`src/rtl/qd_pkg.sv`:
```
package qd_pkg;

    localparam int NARROW_W = 8;

    localparam int ADDR_STATUS = 0;
    localparam int ADDR_CTRL   = 1;
    localparam int ADDR_COUNT0 = 2;

    // encoding equals (position difference mod 4)
    typedef enum logic [1:0] {
        ST_IDLE = 2'd0,
        ST_UP   = 2'd1,
        ST_BAD  = 2'd2,
        ST_DOWN = 2'd3
    } step_e;

    typedef enum logic [1:0] {
        SRC_OFF     = 2'd0,
        SRC_A       = 2'd1,
        SRC_B       = 2'd2,
        SRC_OFF_ALT = 2'd3
    } src_e;

    typedef struct packed {
        src_e src;
        logic irq_en;
    } chan_cfg_t;

    typedef struct packed {
        logic wrap;
        logic err;
    } chan_evt_t;

    // position of a {I,Q} pair along the forward rotation
    function automatic logic [1:0] gray_pos(input logic [1:0] iq);
        case (iq)
            2'b00:   gray_pos = 2'd0;
            2'b10:   gray_pos = 2'd1;
            2'b11:   gray_pos = 2'd2;
            default: gray_pos = 2'd3;
        endcase
    endfunction

    function automatic step_e classify(input logic [1:0] prev, input logic [1:0] cur);
        logic [1:0] diff;
        diff = gray_pos(cur) - gray_pos(prev);
        classify = step_e'(diff);
    endfunction

endpackage

```
`src/rtl/qd_sync.sv`:
```
module qd_sync #(
    parameter int W      = 4,
    parameter int STAGES = 2
) (
    input  logic         clk,
    input  logic         rst,
    input  logic [W-1:0] d_i,
    output logic [W-1:0] q_o
);
    logic [W-1:0] stage_q [STAGES];

    always_ff @(posedge clk) begin
        if (rst) begin
            for (int k = 0; k < STAGES; k++) stage_q[k] <= '0;
        end else begin
            stage_q[0] <= d_i;
            for (int k = 1; k < STAGES; k++) stage_q[k] <= stage_q[k-1];
        end
    end

    assign q_o = stage_q[STAGES-1];
endmodule

```
`src/rtl/qd_channel.sv`:
```
module qd_channel
    import qd_pkg::*;
#(
    parameter int CNT_W = 10
) (
    input  logic             clk,
    input  logic             rst,
    input  logic [1:0]       iq_a_i,
    input  logic [1:0]       iq_b_i,
    input  src_e             src_i,
    input  logic             wide_i,
    input  logic             clr_i,
    output logic [CNT_W-1:0] cnt_o,
    output chan_evt_t        evt_o
);
    localparam logic [CNT_W-1:0] WIDE_MAX   = '1;
    localparam logic [CNT_W-1:0] NARROW_MAX = {{(CNT_W-NARROW_W){1'b0}}, {NARROW_W{1'b1}}};
    localparam logic [CNT_W-1:0] ONE        = {{(CNT_W-1){1'b0}}, 1'b1};

    logic [1:0]       iq_sel, iq_prev;
    logic             active;
    step_e            step;
    logic [CNT_W-1:0] cnt_q, cnt_d, cnt_max, cnt_view;

    always_comb begin
        iq_sel  = (src_i == SRC_B) ? iq_b_i : iq_a_i;
        active  = (src_i == SRC_A) || (src_i == SRC_B);
        step    = classify(iq_prev, iq_sel);
        cnt_max = wide_i ? WIDE_MAX : NARROW_MAX;
        cnt_view = cnt_q & cnt_max;
    end

    always_comb begin
        cnt_d     = cnt_view;
        evt_o     = '0;
        if (clr_i) begin
            cnt_d = '0;
        end else if (active) begin
            case (step)
                ST_UP: begin
                    if (cnt_view == cnt_max) begin
                        cnt_d      = '0;
                        evt_o.wrap = 1'b1;
                    end else begin
                        cnt_d = cnt_view + ONE;
                    end
                end
                ST_DOWN: begin
                    if (cnt_view == '0) begin
                        cnt_d      = cnt_max;
                        evt_o.wrap = 1'b1;
                    end else begin
                        cnt_d = cnt_view - ONE;
                    end
                end
                ST_BAD:  evt_o.err = 1'b1;
                default: ;
            endcase
        end
    end

    always_ff @(posedge clk) begin
        if (rst) begin
            cnt_q   <= '0;
            iq_prev <= '0;
        end else begin
            cnt_q   <= cnt_d;
            iq_prev <= iq_sel;
        end
    end

    assign cnt_o = cnt_view;

    assert_count_up_R2: assert property (@(posedge clk) disable iff (rst)
        (active && step == ST_UP && !clr_i && cnt_view != cnt_max)
        |=> cnt_q == $past(cnt_view) + ONE);

    assert_count_down_R3: assert property (@(posedge clk) disable iff (rst)
        (active && step == ST_DOWN && !clr_i && cnt_view != '0)
        |=> cnt_q == $past(cnt_view) - ONE);

    assert_bad_hold_R4: assert property (@(posedge clk) disable iff (rst)
        (active && step == ST_BAD && !clr_i) |=> cnt_q == $past(cnt_view));

    assert_wrap_zero_R5: assert property (@(posedge clk) disable iff (rst)
        (active && step == ST_UP && !clr_i && cnt_view == cnt_max) |=> cnt_q == '0);

    assert_clear_R9: assert property (@(posedge clk) disable iff (rst)
        clr_i |=> cnt_q == '0);

    assert_off_hold_R10: assert property (@(posedge clk) disable iff (rst)
        (!active && !clr_i) |=> cnt_q == $past(cnt_view));
endmodule

```
`src/rtl/qd_csr.sv`:
```
module qd_csr
    import qd_pkg::*;
#(
    parameter int NCH    = 2,
    parameter int CNT_W  = 10,
    parameter int DATA_W = 16,
    parameter int ADDR_W = 3
) (
    input  logic              clk,
    input  logic              rst,
    input  logic              wr_i,
    input  logic              rd_i,
    input  logic [ADDR_W-1:0] addr_i,
    input  logic [DATA_W-1:0] wdata_i,
    input  chan_evt_t         evt_i [NCH],
    input  logic [CNT_W-1:0]  cnt_i [NCH],
    output chan_cfg_t         cfg_o [NCH],
    output logic              wide_o,
    output logic [NCH-1:0]    clr_o,
    output logic [DATA_W-1:0] rdata_o,
    output logic              irq_o
);
    localparam int CTRL_W   = 3 * NCH + 1;
    localparam int WIDE_BIT = 3 * NCH;
    localparam int STAT_W   = 2 * NCH;

    logic [CTRL_W-1:0] ctrl_q;
    logic [NCH-1:0]    pend_q, err_q, wrap_v, err_v, irq_en_v;
    logic              status_rd;
    logic              unused_wdata;

    assign unused_wdata = ^wdata_i;
    assign status_rd    = rd_i && (addr_i == ADDR_W'(ADDR_STATUS));
    assign wide_o       = ctrl_q[WIDE_BIT];

    for (genvar c = 0; c < NCH; c++) begin : g_chan
        assign wrap_v[c]        = evt_i[c].wrap;
        assign err_v[c]         = evt_i[c].err;
        assign irq_en_v[c]      = ctrl_q[2*NCH + c];
        assign cfg_o[c].src     = src_e'(ctrl_q[2*c +: 2]);
        assign cfg_o[c].irq_en  = irq_en_v[c];
        assign clr_o[c]         = wr_i && (addr_i == ADDR_W'(ADDR_COUNT0 + c)) && wdata_i[0];
    end

    always_ff @(posedge clk) begin
        if (rst) begin
            ctrl_q <= '0;
            pend_q <= '0;
            err_q  <= '0;
        end else begin
            if (wr_i && addr_i == ADDR_W'(ADDR_CTRL)) ctrl_q <= wdata_i[CTRL_W-1:0];
            pend_q <= (status_rd ? '0 : pend_q) | wrap_v;
            err_q  <= (status_rd ? '0 : err_q)  | err_v;
        end
    end

    always_comb begin
        rdata_o = '0;
        if (addr_i == ADDR_W'(ADDR_STATUS)) rdata_o[STAT_W-1:0] = {err_q, pend_q};
        if (addr_i == ADDR_W'(ADDR_CTRL))   rdata_o[CTRL_W-1:0] = ctrl_q;
        for (int c = 0; c < NCH; c++) begin
            if (addr_i == ADDR_W'(ADDR_COUNT0 + c)) rdata_o[CNT_W-1:0] = cnt_i[c];
        end
    end

    assign irq_o = |(pend_q & irq_en_v);

    assert_rd_clear_R8: assert property (@(posedge clk) disable iff (rst)
        (status_rd && wrap_v == '0 && err_v == '0) |=> (pend_q == '0 && err_q == '0));

    assert_wrap_sticky_R5: assert property (@(posedge clk) disable iff (rst)
        (|wrap_v) |=> (|pend_q));

    assert_irq_quiet_R7: assert property (@(posedge clk) disable iff (rst)
        (!(|wrap_v) && status_rd && !wr_i) |=> !irq_o);
endmodule

```
`src/rtl/quad_pos_decoder.sv`:
```
module quad_pos_decoder
    import qd_pkg::*;
#(
    parameter int NCH         = 2,
    parameter int CNT_W       = 10,
    parameter int SYNC_STAGES = 2,
    parameter int DATA_W      = 16,
    parameter int ADDR_W      = 3
) (
    input  logic              clk,
    input  logic              rst,
    input  logic [NCH-1:0]    enc_a_i,
    input  logic [NCH-1:0]    enc_a_q,
    input  logic [NCH-1:0]    enc_b_i,
    input  logic [NCH-1:0]    enc_b_q,
    input  logic              bus_wr,
    input  logic              bus_rd,
    input  logic [ADDR_W-1:0] bus_addr,
    input  logic [DATA_W-1:0] bus_wdata,
    output logic [DATA_W-1:0] bus_rdata,
    output logic              irq
);
    localparam int PIN_W = 4 * NCH;

    logic [PIN_W-1:0] pins_sync;
    logic [NCH-1:0]   a_i_s, a_q_s, b_i_s, b_q_s, clr;
    logic             wide;
    chan_cfg_t        cfg [NCH];
    chan_evt_t        evt [NCH];
    logic [CNT_W-1:0] cnt [NCH];

    qd_sync #(.W(PIN_W), .STAGES(SYNC_STAGES)) u_sync (
        .clk (clk),
        .rst (rst),
        .d_i ({enc_b_i, enc_b_q, enc_a_i, enc_a_q}),
        .q_o (pins_sync)
    );

    assign a_q_s = pins_sync[NCH-1:0];
    assign a_i_s = pins_sync[2*NCH-1:NCH];
    assign b_q_s = pins_sync[3*NCH-1:2*NCH];
    assign b_i_s = pins_sync[4*NCH-1:3*NCH];

    for (genvar c = 0; c < NCH; c++) begin : g_ch
        qd_channel #(.CNT_W(CNT_W)) u_ch (
            .clk    (clk),
            .rst    (rst),
            .iq_a_i ({a_i_s[c], a_q_s[c]}),
            .iq_b_i ({b_i_s[c], b_q_s[c]}),
            .src_i  (cfg[c].src),
            .wide_i (wide),
            .clr_i  (clr[c]),
            .cnt_o  (cnt[c]),
            .evt_o  (evt[c])
        );
    end

    qd_csr #(.NCH(NCH), .CNT_W(CNT_W), .DATA_W(DATA_W), .ADDR_W(ADDR_W)) u_csr (
        .clk     (clk),
        .rst     (rst),
        .wr_i    (bus_wr),
        .rd_i    (bus_rd),
        .addr_i  (bus_addr),
        .wdata_i (bus_wdata),
        .evt_i   (evt),
        .cnt_i   (cnt),
        .cfg_o   (cfg),
        .wide_o  (wide),
        .clr_o   (clr),
        .rdata_o (bus_rdata),
        .irq_o   (irq)
    );
endmodule

```
`config.mk`:
```
export PLATFORM = sky130hd
export DESIGN_NAME = quad_pos_decoder
export DESIGN_NICKNAME = d
export VERILOG_FILES = /design/src/rtl/qd_pkg.sv /design/src/rtl/qd_sync.sv /design/src/rtl/qd_channel.sv /design/src/rtl/qd_csr.sv /design/src/rtl/quad_pos_decoder.sv
export SDC_FILE = /design/constraint.sdc
export NUM_CORES = 1
export LEC_CHECK = 0
export BUFFER_PORTS_ARGS = -buffer_cell sky130_fd_sc_hd__buf_4
export CORE_MARGIN = 2
export CORE_UTILIZATION = 45
export CTS_BUF_LIST = sky130_fd_sc_hd__clkbuf_2 sky130_fd_sc_hd__clkbuf_4 sky130_fd_sc_hd__clkbuf_8
export DETAILED_ROUTE_END_ITERATION = 8
export PLACE_DENSITY_LB_ADDON = 0.2
export SLEW_MARGIN = 20
export SYNTH_ARGS = -nofsm -noshare
export SYNTH_HDL_FRONTEND = slang
export SYNTH_SLANG_ARGS = --single-unit
```
`constraint.sdc`:
```
create_clock -name clk -period 2.98 [get_ports clk]
set_clock_uncertainty 0.2 [all_clocks]
set_input_delay 0.149 -clock clk [delete_from_list [all_inputs] [get_ports clk]]
set_output_delay 0.149 -clock clk [all_outputs]
set_load 0.02 [all_outputs]
```
==> results of run 1 <==
[worst max-delay path, stage by stage (launching register included)]
cell	delay, ps
dfxtp_1	320
inv_1	80
ha_1	260
nor2_1	70
a21oi_1	150
ha_1	190
xor3_2	580
buf_4	190
and2_1	140
o21ai_0	180
o2111ai_1	140
o211a_1	140
[cells by family after synthesis]
family	share of synthesized area, %
xor+xnor	6.00
fa+ha+maj	4.90
mux	7.09
flops	30.8
compound gates	18.6
buf+inv	6.37
other cells	0.113
simple gates	26.2
[sequential cells by signal (all words and copies together) (netlist names)]
name / cells
u_csr.pend_q: 2
u_sync.stage_q: 16
u_csr.err_q: 2
u_csr.ctrl_q: 7
g_ch.u_ch.cnt_q: 20
g_ch.u_ch.iq_prev: 4
[worst paths after layout]
kind,start,cells after the start,slack (ps),endpoint
worst max-delay path,u_csr.ctrl_q[2],11,250,g_ch[1].u_ch.cnt_q[3]
worst min-delay path,rst,2,7,u_csr.pend_q[0]
worst max register to register,u_csr.ctrl_q[2],11,250,g_ch[1].u_ch.cnt_q[3]
worst min register to register,u_sync.stage_q[0][2],1,240,u_sync.stage_q[0][10]
[cells in the final DEF (no fill, tap or decap), types with 13 or more instances in the layout]
cell type and count:
dfxtp_1 51, nor2_1 44, buf_4 44, a21oi_1 27, nand2_1 27, nor2b_1 24, inv_1 17, o21ai_0 16
nand3_1 16, dlygate4sd3_1 15, ha_1 13
[metrics by stage]
| step | area [µm²] | power [W] | setup slack (ps) | hold slack, ps | std cells |
|---|---|---|---|---|---|
| 2_1_floorplan | 3340 | 0.000913 | 497 | 20.6 | 409 |
| 3_3_place_gp | 3640 | 0.000980 | 203 | 158 | 520 |
| 3_5_place_dp | 3640 | 0.000983 | 151 | 165 | 520 |
| 4_1_cts | 3910 | 0.00149 | 130 | 16.5 | 543 |
| 5_1_grt | 3910 | 0.00156 | 44.0 | 22.2 | 543 |
| 6_report | 3910 | 0.00149 | 246 | 7.13 | 543 |
[per-layer routing]
metal  up-vias  global-route usage, %  part of all wire [%]
met5         -                      0                     0
met4         0                   6.15                   1.7
met3        14                   4.11                   4.5
met2        82                   36.9                    50
met1      1499                   26.8                    44
li1       1524                      -                     -
[report_power, final]
part	internal (W)	leakage [nW]	total, W	switching [W]
logic	0.000125	1.11	0.000275	0.000150
clock network	0.000250	0.0581	0.000501	0.000250
registers	0.000699	0.415	0.000714	0.0000149
total	0.00107	1.59	0.00149	0.000415
[layout make-up]
cell class / count / area, µm² / share of cell area [%]
multi-input cells: 309 / 2110 / 54.0
flip-flops and latches: 51 / 1020 / 26.1
repair buffers: 59 / 480 / 12.3
well taps: 99 / 124 / 3.16
clock buffers: 5 / 68.8 / 1.76
inverters: 17 / 63.8 / 1.63
clock inverters: 3 / 43.8 / 1.12
[what timing repair did]
action | CTS | global route
endpoints found under the setup margin | 0 | 8
hold buffers | 15 | 0
gates resized for setup | 0 | 3
endpoints found under the hold margin | 15 | 0
==> results.sh, run 1 <==
export IMPL_slew_headroom_pct=56.2
export IMPL_finalHoldViolations=0
export IMPL_areaGrowthSynthToFinish_pct=17.9
export IMPL_n_antenna_cell=0
export IMPL_path_clk_slew_ps=100
export IMPL_critPathKind="reg -> reg"
export IMPL_tightest_slew_ps=653
export IMPL_cts_htree_levels=2
export IMPL_drt_total_wl_um=8470
export IMPL_fin_crit_sh_pct=91.7
export IMPL_num_rows=31
export IMPL_power_leakage_nw=1.59
export IMPL_cts_sinks=51
export IMPL_synth_top_area_share_pct=30.8
export IMPL_ant_nets=0
export IMPL_ir_drop_mv=0.187
export IMPL_routed_via_density=5.74
export IMPL_hold_class="in -> reg"
export IMPL_start_util_pct=46.0
export IMPL_hpwl_um=6180
export IMPL_die_width_um=89.9
export IMPL_yosysMostFrequentCell="dfxtp_1"
export IMPL_crit_required_ps=3000
export IMPL_grt_usage_pct=21.2
export IMPL_synth_common_cells="dfxtp_1, nor2_1, a21oi_1, nand2_1, nor2b_1"
export IMPL_gp_congestion=0.911
export IMPL_ys_seq_area_share_pct=30.8
export IMPL_p_per_area_nw_per_um2=380
export IMPL_post_cts_buffers=0
export IMPL_setup_tns_ps=0
export IMPL_arrival_ps=2750
export IMPL_yosys_warnings=0
export IMPL_synthFlopType="dfxtp_1"
export IMPL_synth_largest_area_cell="dfxtp_1"
export IMPL_cp_max_fo=13
export IMPL_drt_iter0_drc=202
export IMPL_die_y_um=89.9
export IMPL_core_area_um2=7210
export IMPL_clockBufferDepth=2
export IMPL_num_nets_final=487
export IMPL_syn_avg_cell_area_um2=8.21
export IMPL_clk_latency_ps=320
export IMPL_rsz0062_at_grt="false"
export IMPL_syn_inst=404
export IMPL_synth_seq_cells=51
export IMPL_ios=48
export IMPL_synth_cell_types=69
export IMPL_grt_first_pass_wirelength_um=13900
export IMPL_num_vias=3119
export IMPL_async_flop_share_pct=0
export IMPL_drive_gt1_share_pct=17.3
export IMPL_n_fill_cell=702
export IMPL_synth_area_top_cells="dfxtp_1, nor2_1, ha_1"
export IMPL_cts_tree="done"
export IMPL_end_kind="flop"
export IMPL_status="complete, no violations"
export IMPL_dr_pass1_iters=5
export IMPL_portBuffers=32
export IMPL_synth_area_um2=3320
export IMPL_grt_max_degree=36
export IMPL_worstSetupStartpointType="flop"
export IMPL_synth_edf_count=0
export IMPL_clock_fmax_ghz=0.366
export IMPL_fin_crit_ps=2730
export IMPL_setup_violations_final=0
export IMPL_die_area_um2=8080
export IMPL_grt_overflow_total=0
export IMPL_grt_pass1_vias=2930
export IMPL_cts_buffers=5
export IMPL_clock_root_buffer="clkbuf_8"
export IMPL_maxCapViolCount=0
export IMPL_wire_per_inst_um=15.6
export IMPL_maxSlewViolCount=0
export IMPL_post_route_util_pct=54.2
export IMPL_drc=0
export IMPL_antenna_found_initial=0
No activity file was read; power rests on OpenSTA's default activity.
==> inputs of run 2 (changes only) <==
==> constraint.sdc (replaced) <==
create_clock -name clk -period 3.12 [get_ports clk]
set_clock_uncertainty 0.2 [all_clocks]
set_input_delay 0.156 -clock clk [delete_from_list [all_inputs] [get_ports clk]]
set_output_delay 0.156 -clock clk [all_outputs]
set_load 0.02 [all_outputs]
==> run 2 against run 1 <==
  * Combinational power down 8.0%
  * Clock power down 2%
  * Design area down 1.3%
  * Register-to-register slack worse by 50 ps
  * First-iteration DRC count down 28%
  * Non-clock buffer count down 7
  * Flip-flop and latch count unchanged
  * Total power down 4.2%
  * Clock-buffer cell count unchanged
==> results.sh, run 2 (synthesis results as in run 1) <==
export IMPL_ir_drop_mv=0.190
export IMPL_setup_violations_final=0
export IMPL_worstReg2RegEnd="g_ch[1].u_ch.cnt_q[3]"
export IMPL_rsz0062_at_grt="false"
export IMPL_maxCapViolCount=0
export IMPL_arrival_ps=2940
export IMPL_hpwl_um=5990
export IMPL_r2r_setup_slack_ps=200
export IMPL_crit_required_ps=3140
export IMPL_n_fill_cell=693
export IMPL_drc=0
export IMPL_drt_total_wl_um=8320
export IMPL_slowest_stage="xor3_1"
export IMPL_post_cts_buffers=0
export IMPL_reg2reg_from="u_csr.ctrl_q[2]"
export IMPL_power_leakage_nw=1.55
export IMPL_grt_pass1_vias=2817
export IMPL_clock_fmax_ghz=0.342
export IMPL_reg2reg_depth=11
export IMPL_die_width_um=89.9
export IMPL_core_area_um2=7210
export IMPL_min_path_cells=2
export IMPL_num_vias=3018
export IMPL_cts_tree="done"
export IMPL_grt_usage_pct=20.5
export IMPL_finalHoldViolations=0
export IMPL_ant_nets=0
export IMPL_maxSlewViolCount=0
export IMPL_final_common_cell="dfxtp_1"
export IMPL_drt_iter0_drc=146
export IMPL_dp_slack_ps=268
export IMPL_cp_common_cell="ha_1"
export IMPL_cts_buffers=5
export IMPL_gp_congestion=0.907
export IMPL_clock_root_buffer="clkbuf_8"
export IMPL_grt_first_pass_wirelength_um=13600
export IMPL_wire_per_inst_um=15.5
export IMPL_cp_startpoint="u_csr.ctrl_q[2]"
export IMPL_p_per_area_nw_per_um2=369
export IMPL_multi_input_area_um2=2110
export IMPL_tightest_slew_ps=607
export IMPL_fin_crit_ps=2920
export IMPL_status="complete, no violations"
export IMPL_num_nets_final=480
export IMPL_slew_headroom_pct=59.5
export IMPL_cts_htree_levels=2
export IMPL_cts_sinks=51
export IMPL_antenna_found_initial=0
export IMPL_portBuffers=32
export IMPL_cp_max_fo=12
export IMPL_seq_area_um2=1020
export IMPL_hold_class="in -> reg"
export IMPL_num_rows=31
export IMPL_n_antenna_cell=0
export IMPL_path_clk_slew_ps=110
export IMPL_dr_pass1_iters=4
export IMPL_crit_end="g_ch[1].u_ch.cnt_q[3]"
export IMPL_largest_register_ffs=20
export IMPL_grt_max_degree=36
export IMPL_top_regs="g_ch.u_ch.cnt_q x20, u_sync.stage_q x16, u_csr.ctrl_q x7"
export IMPL_die_y_um=89.9
export IMPL_routed_via_density=5.63
export IMPL_setup_slack_ps=196
export IMPL_end_kind="flop"
export IMPL_fin_crit_sh_pct=93.7
export IMPL_die_area_um2=8080
export IMPL_clockBufferDepth=2
export IMPL_setup_tns_ps=0
export IMPL_worstSetupStartpointType="flop"
export IMPL_grt_overflow_total=0
export IMPL_final_cells=536
export IMPL_start_util_pct=46.0
export IMPL_max_stage_delay_ps=700
export IMPL_ios=48
export IMPL_drive_gt1_share_pct=15.6
export IMPL_regMostFlops="g_ch.u_ch.cnt_q"
export IMPL_areaGrowthSynthToFinish_pct=16.4
export IMPL_crit_chain="inv_1 -> ha_1 -> nor2_1 -> a21oi_1 -> ha_1 -> xor3_1 -> buf_4 -> nor3_1 -> o21ai_0 -> o2111ai_1 -> o211a_1"
export IMPL_critPathKind="reg -> reg"
export IMPL_place_inst=513
export IMPL_final_cell_mix="dfxtp_1, nor2_1, buf_4"
export IMPL_clk_latency_ps=320
## run 2: layout make-up
type | instances | share of cell area [%]
multi-input cells | 309 | 54.6
flip-flops and latches | 51 | 26.4
repair buffers | 52 | 11.1
well taps | 99 | 3.21
clock buffers | 5 | 1.78
inverters | 17 | 1.65
clock inverters | 3 | 1.23
## run 2: worst min path at each step
| stage | startpoint | slack [ps] | end |
|---|---|---|---|
| 3_5_place_dp | enc_b_i[0] | 170 | u_sync.stage_q[0][6] |
| 2_1_floorplan | rst | 30 | u_sync.stage_q[0][4] |
| 5_1_grt | rst | 30 | u_csr.ctrl_q[1] |
| 4_1_cts | rst | 20 | u_csr.pend_q[0] |
| 3_3_place_gp | enc_b_i[0] | 170 | u_sync.stage_q[0][6] |
| 6_report | rst | 30 | u_csr.pend_q[0] |
## run 2: what timing repair did
action	in CTS	in global routing
hold buffers	15	0
hold endpoints to repair	15	0
endpoints found under the setup margin	0	1
gates resized for setup	0	1
## run 2: metrics by stage
stage	utilization, %	cell area, µm²	total power (W)	hold slack, ps
finish	53.5	3860	0.00143	33.1
global route	53.5	3860	0.00149	32.3
CTS	53.5	3860	0.00143	23.1
detailed placement	49.8	3590	0.000933	173
global placement	49.8	3590	0.000930	166
floorplan	-	3340	0.000872	27.6
## run 2: where the power goes
group          internal, W  switching (W)
clock network     0.000244       0.000246
logic             0.000113       0.000140
registers         0.000668      0.0000162
## run 2: critical path: cells and delay by family, from the launching register on
kind                     cells  cell delay (ps)
AO/OA/AOI/OAI                4              660
XOR/XNOR                     1              700
adder cells (fa/ha/maj)      2              480
buffers and inverters        2              270
flip-flops                   1              340
AND/OR/NAND/NOR              2              160
## run 2: metal layers
layer	GRT usage, %	vias up	wire length (µm)
met1	26.0	1397	3650
li1	-	1505	-
met5	0	-	0
met4	6.41	0	142
met2	35.5	103	4070
met3	3.77	13	468
==> inputs of run 3 (changes only) <==
==> constraint.sdc (replaced) <==
create_clock -name clk -period 2.76 [get_ports clk]
set_clock_uncertainty 0.2 [all_clocks]
set_input_delay 0 -clock clk [delete_from_list [all_inputs] [get_ports clk]]
set_output_delay 0 -clock clk [all_outputs]
set_load 0.02 [all_outputs]
==> run 3 against run 2 <==
  * Global-route usage grew 2.2 points
  * Via count grew 9.0%
  * First-iteration DRC count is 84% higher
  * Wire length increased by 9.2%
  * Setup slack worse by 50 ps
  * Combinational power grew 37%
  * Flip-flop and latch count did not move
  * Design area grew 9.7%
  * Critical endpoint is now u_csr.err_q[0]
  * Sequential power increased by 12%
  * Sequential share of layout area decreased by 2.3 points
==> results.sh, run 3 (synthesis results as in run 1) <==
export IMPL_p_sw_w=0.000454
export IMPL_wire_per_inst_um=15.7
export IMPL_p_per_area_nw_per_um2=374
export IMPL_ios=48
export IMPL_routed_via_density=5.69
export IMPL_worstSetupStartpointType="flop"
export IMPL_ir_drop_mv=0.205
export IMPL_drive_gt1_share_pct=20.5
export IMPL_setup_tns_ps=0
export IMPL_die_width_um=89.9
export IMPL_hold_start="bus_rd"
export IMPL_tightest_slew_ps=579
export IMPL_status="complete, no violations"
export IMPL_gp_congestion=0.931
export IMPL_worstReg2RegEnd="u_csr.err_q[0]"
export IMPL_dr_wl_met3_um=535
export IMPL_r2r_setup_slack_ps=150
export IMPL_cts_htree_levels=2
export IMPL_finalHoldViolations=0
export IMPL_clock_fmax_ghz=0.383
export IMPL_route_met2_wl_um=4600
export IMPL_rsz0062_at_grt="false"
export IMPL_end_kind="flop"
export IMPL_grt_pass1_vias=3129
export IMPL_maxSlewViolCount=0
export IMPL_arrival_ps=2660
export IMPL_top_regs="g_ch.u_ch.cnt_q x20, u_sync.stage_q x16, u_csr.ctrl_q x7"
export IMPL_post_cts_buffers=0
export IMPL_cts_tree="done"
export IMPL_p_int_w=0.00113
export IMPL_portBuffers=32
export IMPL_dr_pass1_iters=6
export IMPL_routed_top_layer="met4"
export IMPL_power_leakage_nw=1.76
export IMPL_drt_total_wl_um=9090
export IMPL_critPathKind="reg -> reg"
export IMPL_hold_class="in -> reg"
export IMPL_fin_crit_ps=2610
export IMPL_multi_input_area_um2=2130
export IMPL_hpwl_um=6350
export IMPL_cp_startpoint="u_csr.ctrl_q[0]"
export IMPL_reg2reg_depth=9
export IMPL_clock_root_buffer="clkbuf_8"
export IMPL_num_vias=3291
export IMPL_min_path_cells=4
export IMPL_final_common_cell="buf_4"
export IMPL_crit_required_ps=2800
export IMPL_regMostFlops="g_ch.u_ch.cnt_q"
export IMPL_clockBufferDepth=2
export IMPL_cp_max_fo=6
export IMPL_grt_first_pass_wirelength_um=15200
export IMPL_maxCapViolCount=0
export IMPL_grt_usage_pct=22.7
export IMPL_largest_register_ffs=20
export IMPL_ant_nets=0
export IMPL_power_frac_clock_pct=29.6
export IMPL_power_frac_seq_pct=48.6
export IMPL_path_clk_slew_ps=100
export IMPL_seq_area_um2=1020
export IMPL_clk_latency_ps=310
export IMPL_n_antenna_cell=0
export IMPL_start_util_pct=46.0
export IMPL_fin_crit_sh_pct=94.7
export IMPL_antenna_found_initial=0
export IMPL_core_area_um2=7210
export IMPL_m1WireLength_um=3810
export IMPL_cts_sinks=51
export IMPL_setup_violations_final=0
export IMPL_die_area_um2=8080
export IMPL_place_inst=535
export IMPL_slew_headroom_pct=61.1
export IMPL_reg2reg_from="u_csr.ctrl_q[0]"
export IMPL_grt_max_degree=36
export IMPL_grt_overflow_total=0
export IMPL_drc=0
export IMPL_num_nets_final=522
export IMPL_areaGrowthSynthToFinish_pct=27.6
export IMPL_p_sw_share_pct=28.7
export IMPL_die_y_um=89.9
export IMPL_power_frac_comb_pct=21.9
export IMPL_n_fill_cell=671
export IMPL_num_rows=31
export IMPL_final_cell_mix="buf_4, dfxtp_1, nor2_1"
export IMPL_hold_path_endpoint="u_csr.err_q[1]"
export IMPL_cts_buffers=5
export IMPL_drt_iter0_drc=268
export IMPL_final_cells=578
==> run 3: power groups by stage <==
| stage | combinational, W | clock [W] | sequential, W |
|---|---|---|---|
| after global placement | 0.000299 | 0 | 0.000785 |
| after floorplan | 0.000206 | 0 | 0.000780 |
| after global routing | 0.000378 | 0.000511 | 0.000771 |
| final | 0.000346 | 0.000468 | 0.000768 |
| after CTS | 0.000335 | 0.000483 | 0.000768 |
| after detailed placement | 0.000301 | 0 | 0.000785 |
==> run 3: how the worst max path moves through the flow <==
stage	to	slack [ps]	cells after the start
after floorplan	g_ch[0].u_ch.cnt_q[7]	280	11
after global placement	g_ch[1].u_ch.cnt_q[4]	80	10
after detailed placement	g_ch[0].u_ch.cnt_q[5]	8	10
after CTS	g_ch[1].u_ch.cnt_q[5]	20	10
after global routing	g_ch[1].u_ch.cnt_q[6]	9	10
final	u_csr.err_q[0]	150	9
==> run 3: worst max-delay path, cell delays in order (launching register included) <==
cell and delay (ps):
dfxtp_1 320, inv_1 80, ha_2 240, mux2i_2 280, buf_4 160, xnor3_2 380
nor4_2 180, a21oi_1 60, dlygate4sd3_1 560, nor2_1 80
==> run 3: cell type report <==
cell class / count / area share (%)
Multi-Input combinational cell: 309 / 50.4
Sequential cell: 51 / 24.1
Timing Repair Buffer: 94 / 18.7
Tap cell: 99 / 2.92
Clock buffer: 6 / 1.95
Inverter: 17 / 1.51
Clock inverter: 2 / 0.384
==> run 3: what timing repair did <==
| item | 4_1_cts | 5_1_grt |
|---|---|---|
| pin swaps | 0 | 3 |
| gates resized for setup | 1 | 9 |
| hold endpoints to repair | 31 | 0 |
| setup endpoints to repair | 1 | 14 |
| hold buffers | 35 | 0 |
| cloned | 0 | 0 |
==> run 3: layer usage <==
| layer | vias up | track usage, % |
|---|---|---|
| li1 | 1590 | - |
| met1 | 1550 | 28.5 |
| met2 | 130 | 39.9 |
| met3 | 21 | 3.10 |
| met4 | 0 | 7.95 |
| met5 | - | 0 |
==> run 3: through the flow <==
step	util, %	worst slack (ps)	cell area [µm²]	total power, W	hold WS [ps]
3_3_place_gp	52.1	80.0	3760	0.00108	10.2
2_1_floorplan	-	277	3340	0.000986	-128
4_1_cts	58.3	16.7	4210	0.00159	12.8
3_5_place_dp	52.1	8.08	3760	0.00109	16.7
6_report	58.7	146	4240	0.00158	25.8
5_1_grt	58.7	8.80	4240	0.00166	67.3
